[config.mk]
export PLATFORM = sky130hd
export DESIGN_NAME = mgate_ctrl
export DESIGN_NICKNAME = d
export VERILOG_FILES = /design/src/rtl/mgate_pkg.sv /design/src/rtl/mgate_nib_zero.sv /design/src/rtl/mgate_decode.sv /design/src/rtl/mgate_pipe.sv /design/src/rtl/mgate_ctrl.sv
export SDC_FILE = /design/constraint.sdc
export NUM_CORES = 1
export LEC_CHECK = 0
export BUFFER_PORTS_ARGS = -buffer_cell sky130_fd_sc_hd__buf_2
export CORE_UTILIZATION = 36
export CTS_CLUSTER_SIZE = 40
export DETAILED_ROUTE_END_ITERATION = 8
export PLACE_DENSITY = 0.81
export SYNTH_ARGS = -nofsm -noshare
export SYNTH_HDL_FRONTEND = slang
export SYNTH_SLANG_ARGS = --single-unit
[constraint.sdc]
create_clock -name clk -period 2.2 [get_ports clk]
set_input_delay 0.22 -clock clk [delete_from_list [all_inputs] [get_ports clk]]
set_output_delay 0.22 -clock clk [all_outputs]
set_load 0.02 [all_outputs]
[src/rtl/mgate_pkg.sv]
package mgate_pkg;
  typedef enum logic [1:0] {
    MODE_WIDE  = 2'd0,
    MODE_SPLIT = 2'd1,
    MODE_HALF  = 2'd2,
    MODE_QUAD  = 2'd3
  } mode_e;

  typedef struct packed {
    logic hl;
    logic lh;
    logic hh;
  } arr_en_t;
endpackage

[src/rtl/mgate_nib_zero.sv]
module mgate_nib_zero #(
  parameter int NW = 4
) (
  input  logic [NW-1:0] nib_i,
  output logic          zero_o
);
  assign zero_o = (nib_i == '0);
endmodule

[src/rtl/mgate_decode.sv]
module mgate_decode
  import mgate_pkg::*;
(
  input  mode_e   mode_i,
  input  logic    xh_z_i,
  input  logic    xl_z_i,
  input  logic    yh_z_i,
  input  logic    yl_z_i,
  output arr_en_t run_o,
  output logic    sum_o
);
  always_comb begin
    unique case (mode_i)
      MODE_WIDE: begin
        run_o.hl = !xh_z_i && !yl_z_i;
        run_o.lh = !xl_z_i && !yh_z_i;
        run_o.hh = !xh_z_i && !yh_z_i;
        sum_o    = 1'b1;
      end
      MODE_SPLIT: begin
        run_o = '{hl: 1'b1, lh: 1'b1, hh: 1'b0};
        sum_o = 1'b0;
      end
      default: begin
        run_o = '{hl: 1'b0, lh: 1'b0, hh: 1'b1};
        sum_o = 1'b0;
      end
    endcase
  end
endmodule

[src/rtl/mgate_pipe.sv]
module mgate_pipe #(
  parameter int            DW = 1,
  parameter logic [DW-1:0] RV = '0
) (
  input  logic          clk,
  input  logic          rst,
  input  logic [DW-1:0] d_i,
  output logic [DW-1:0] q_o
);
  always_ff @(posedge clk) begin
    if (rst) q_o <= RV;
    else     q_o <= d_i;
  end
endmodule

[src/rtl/mgate_ctrl.sv]
module mgate_ctrl
  import mgate_pkg::*;
#(
  parameter int             W           = 8,
  parameter logic [W:0]     SUB_HH      = 9'b111100000,
  parameter logic [W/2+1:0] SUB_LH      = 6'b001111,
  parameter logic [W/2+1:0] SUB_HL_BASE = 6'b010000
) (
  input  logic           clk,
  input  logic           rst,
  input  logic [1:0]     mode_i,
  input  logic [W-1:0]   x_i,
  input  logic [W-1:0]   y_i,
  input  logic           pp_corner_i,
  input  logic           lh_flag_i,
  output logic           en_hl_o,
  output logic           en_lh_o,
  output logic           en_hh_o,
  output logic           sel_hl_o,
  output logic           sel_lh_o,
  output logic           sel_hh_o,
  output logic [W/2+1:0] sub_hl_o,
  output logic [W/2+1:0] sub_lh_o,
  output logic [W:0]     sub_hh_o,
  output logic           sum_en_o,
  output logic           fold_pass_o
);
  localparam int H  = W / 2;
  localparam int SW = 5;  // three enables, adder flag, corner bit

  // halves in order: 0 x low, 1 x high, 2 y low, 3 y high
  logic [3:0][H-1:0] halves;
  logic [3:0]        zf;
  assign halves = {y_i[W-1:H], y_i[H-1:0], x_i[W-1:H], x_i[H-1:0]};

  for (genvar k = 0; k < 4; k++) begin : g_zero
    mgate_nib_zero #(.NW(H)) u_z (.nib_i(halves[k]), .zero_o(zf[k]));
  end

  arr_en_t run;
  logic    sum_on;

  mgate_decode u_dec (
    .mode_i (mode_e'(mode_i)),
    .xh_z_i (zf[1]),
    .xl_z_i (zf[0]),
    .yh_z_i (zf[3]),
    .yl_z_i (zf[2]),
    .run_o  (run),
    .sum_o  (sum_on)
  );

  // LH compensation flag counts as set when LH is held
  logic corner;
  assign corner = pp_corner_i | lh_flag_i | !run.lh;

  logic [SW-1:0] s1_d, s1_q, s2_d, s2_q;
  logic          s3_q;

  assign s1_d = {run.hl, run.lh, run.hh, sum_on, corner};
  mgate_pipe #(.DW(SW)) u_s1 (.clk(clk), .rst(rst), .d_i(s1_d), .q_o(s1_q));

  assign s2_d = {~s1_q[4:2], s1_q[1], s1_q[0]};
  mgate_pipe #(.DW(SW)) u_s2 (.clk(clk), .rst(rst), .d_i(s2_d), .q_o(s2_q));

  mgate_pipe #(.DW(1)) u_s3 (.clk(clk), .rst(rst), .d_i(s2_q[1]), .q_o(s3_q));

  assign {en_hl_o, en_lh_o, en_hh_o}    = s1_q[4:2];
  assign {sel_hl_o, sel_lh_o, sel_hh_o} = s2_q[4:2];
  assign sum_en_o    = s2_q[1];
  assign sub_hl_o    = SUB_HL_BASE | {{H{1'b0}}, s2_q[0], ~s2_q[0]};
  assign sub_lh_o    = SUB_LH;
  assign sub_hh_o    = SUB_HH;
  assign fold_pass_o = s3_q;
endmodule

==> summary.txt <==
Place
  – Routability cong.: 0.705
  – Detail Placement HPWL: roughly 700 microns
  – Port buffer count: 31
  – Area after DPL: just under 600 sq um
  – Dpl ws: 959 ps

Clocking
  – Total CTS buffers: 3
  – Clock buffer depth: 2
  – Clock Pin Slew Worst Setup and Hold Paths: about 60 ps
  – Post-CTS Setup Repair Bufs: 0
  – CTS tree: yes
  – Worst-Skew Late Latency: between 200 and 300 ps
  – Post-CTS resize count: 0
  – # clock sinks: 11
  – Hold Buf Count CTS: 0
  – Root buffer cell: clkbuf_4
  – CTS H-tree lvls: 1

Routing
  – DR pass1 iterations: 2
  – Vias per inst: 3.98
  – Initial DRC count: 1
  – Final wirelength: slightly above 800 microns
  – Via Count: between 300 and 400
  – Post-DRT Antenna Nets: 0
  – # DRC: 0
  – WL/cell: roughly 8.3 microns

Global routing
  – GRT overflow: 0
  – Gr usage total: a little over a tenth
  – Vias in the first global route: just under 300
  – Largest net degree at the start of global routing: 12
  – Initial antenna violation count: 0
  – Global-route wire length before repair: roughly 1100 microns

Timing
  – Setup TNS: 0 ps
  – Slew Limit Fails: 0
  – Fmax: 1020 MHz
  – RSZ-0062 raised after global routing: no
  – Fin crit share: between 40 and 50%
  – Fin crit period: between 900 and 1000 ps
  – Layout Skew: between 1 and 1.5 ps
  – Final setup fails: 0
  – Hold Vio Cnt, Final: 0
  – Fin worst setup slack: between 1000 and 1500 ps
  – Worst hold slack: approximately 180 ps

Job
  – MaxCap Viol Count: 0

Die
  – Die extent in x: 39.4 microns
  – Core Box Area: 1300 sq um
  – Initial cell density of the core: about two fifths
  – Die ar.: 1550 sq um
  – Cell Rows: 13
  – IO Count: 51
  – Die Y: between 30 and 40 microns

Yosys
  – Post-synthesis cell count: between 50 and 60
  – Syn Area/Cell: roughly 9.5 sq um
  – Asr flop ratio synth: 0%
  – Synth unique cells: 14
  – Post-Syn Area: between 500 and 600 sq um
  – Synth Register Bits: 11
  – Seq/Total Area, Yosys: a little over two fifths
  – Most common cell in the netlist: buf_4
  – Commonest cells post-synth: buf_4 (19), dfxtp_1 (11), nor2_1 (4), nor2b_1 (3), nor3_1 (3)
  – Number of enable flip-flop cells after synthesis: 0
  – Primary FF master, synth: dfxtp_1
  – Area fraction of the dominant cell type after synthesis: 43.8%
  – Ranking of synthesized cells by area: dfxtp_1 (44%), buf_4 (28%), or4_4 (4.5%)
  – Ys Warns: 0
  – Area leader, netlist: dfxtp_1

Status
  – Status: completed

Critical path
  – RR Endpoint: u_s3.q_o
  – Crit path to: sub_hl_o[0]
  – R2R setup slack: between 1500 and 2000 ps
  – Worst path required time: 1980 ps
  – Crit. End Element: output port
  – Worst R2R Start: u_s2.q_o[1]
  – R2R depth: 1
  – Critical-path maximum fanout: 2
  – Critical Path AT: ~760 ps
  – Crit start category: register
  – WS Path Type: reg2out
  – Crit path from: u_s2.q_o[0]

Finish
  – Area growth, synth to finish: 23.4%
  – # nets final: 108
  – Share of layout cells above drive strength 1: between 40% and 50%
  – Design area: between 600 and 700 sq um
  – Antenna diodes: 0

Power and ir drop
  – Pwr Density: 695 nW/um^2
  – Leak: between 0.3 and 0.4 nW
  – Peak VDD IR: ~0.00018 V
  – Total chip power: 431 uW

Worst hold path
  – Hold/Removal Path Class: in2reg
==> registers in the layout, indices dropped and copies added (netlist names) <==
| register | flops |
|---|---|
| u_s2.q_o | 5 |
| u_s1.q_o | 5 |
| u_s3.q_o | 1 |
==> layer usage <==
layer	vias to the layer above	part of all wire [%]	track usage (%)	wire length (microns)
met4	0	0	10.3	0
met5	-	0	0	0
met3	0	13	1.70	104
met2	35	50	18.8	415
met1	165	37	11.0	311
li1	198	-	-	-
==> through the flow <==
stage | std cells | utilization, %
2_1_floorplan | 70 | -
3_3_place_gp | 96 | 45.7
3_5_place_dp | 96 | 45.7
4_1_cts | 100 | 47.7
5_1_grt | 100 | 47.7
6_report | 100 | 47.7
==> worst max-delay path, cell delays in order (launching register included) <==
cell and delay [ps]:
dfxtp_1 320, inv_1 30, buf_2 140
==> layout by cell type, fill, tap and decap left out <==
cell / synthesis / final
buf_2: 0 / 31
dfxtp_1: 11 / 11
nor3_1: 3 / 3
inv_1: 2 / 2
or4_1: 2 / 2
or4_4: 2 / 2
a21oi_2: 1 / 1
nor2b_1: 3 / 3
conb_1: 2 / 19
clkbuf_1: 1 / 1
a32o_1: 1 / 1
o41a_1: 1 / 1
a21oi_1: 1 / 1
nor2_1: 4 / 4
clkbuf_4: 0 / 3
==> logic make-up after synthesis <==
logic type	Yosys count	synth area share, %
buf+inv	22	30.6
simple gates	14	17.2
other cells	2	1.49
flops	11	43.8
compound gates	4	6.96
==> power by group <==
part | total (mW) | internal (mW) | switching (mW) | leakage (nW)
registers | 0.214 | 0.211 | 0.00331 | 0.0915
clock network | 0.131 | 0.0701 | 0.0614 | 0.0150
logic | 0.0862 | 0.0273 | 0.0589 | 0.229
==> worst min-delay path by stage <==
stage | from | end | slack, ps | cells past startpoint
after CTS | mode_i[0] | u_s1.q_o[1] | 170 | 2
after floorplan | mode_i[0] | u_s1.q_o[1] | 300 | 1
after detailed placement | u_s1.q_o[2] | u_s2.q_o[2] | 390 | 1
final | mode_i[0] | u_s1.q_o[1] | 180 | 2
after global routing | pp_corner_i | u_s1.q_o[0] | 180 | 2
after global placement | u_s1.q_o[3] | u_s2.q_o[3] | 390 | 1
==> area by class of cell <==
cell class / instances / area [sq um]
multi-input cells: 37 / 193
fillers: 138 / 681
flip-flops and latches: 11 / 220
clock buffers: 4 / 26.3
repair buffers: 31 / 155
well taps: 15 / 18.8
inverters: 2 / 7.51
Note: power is estimated with default switching activity, not from simulation.
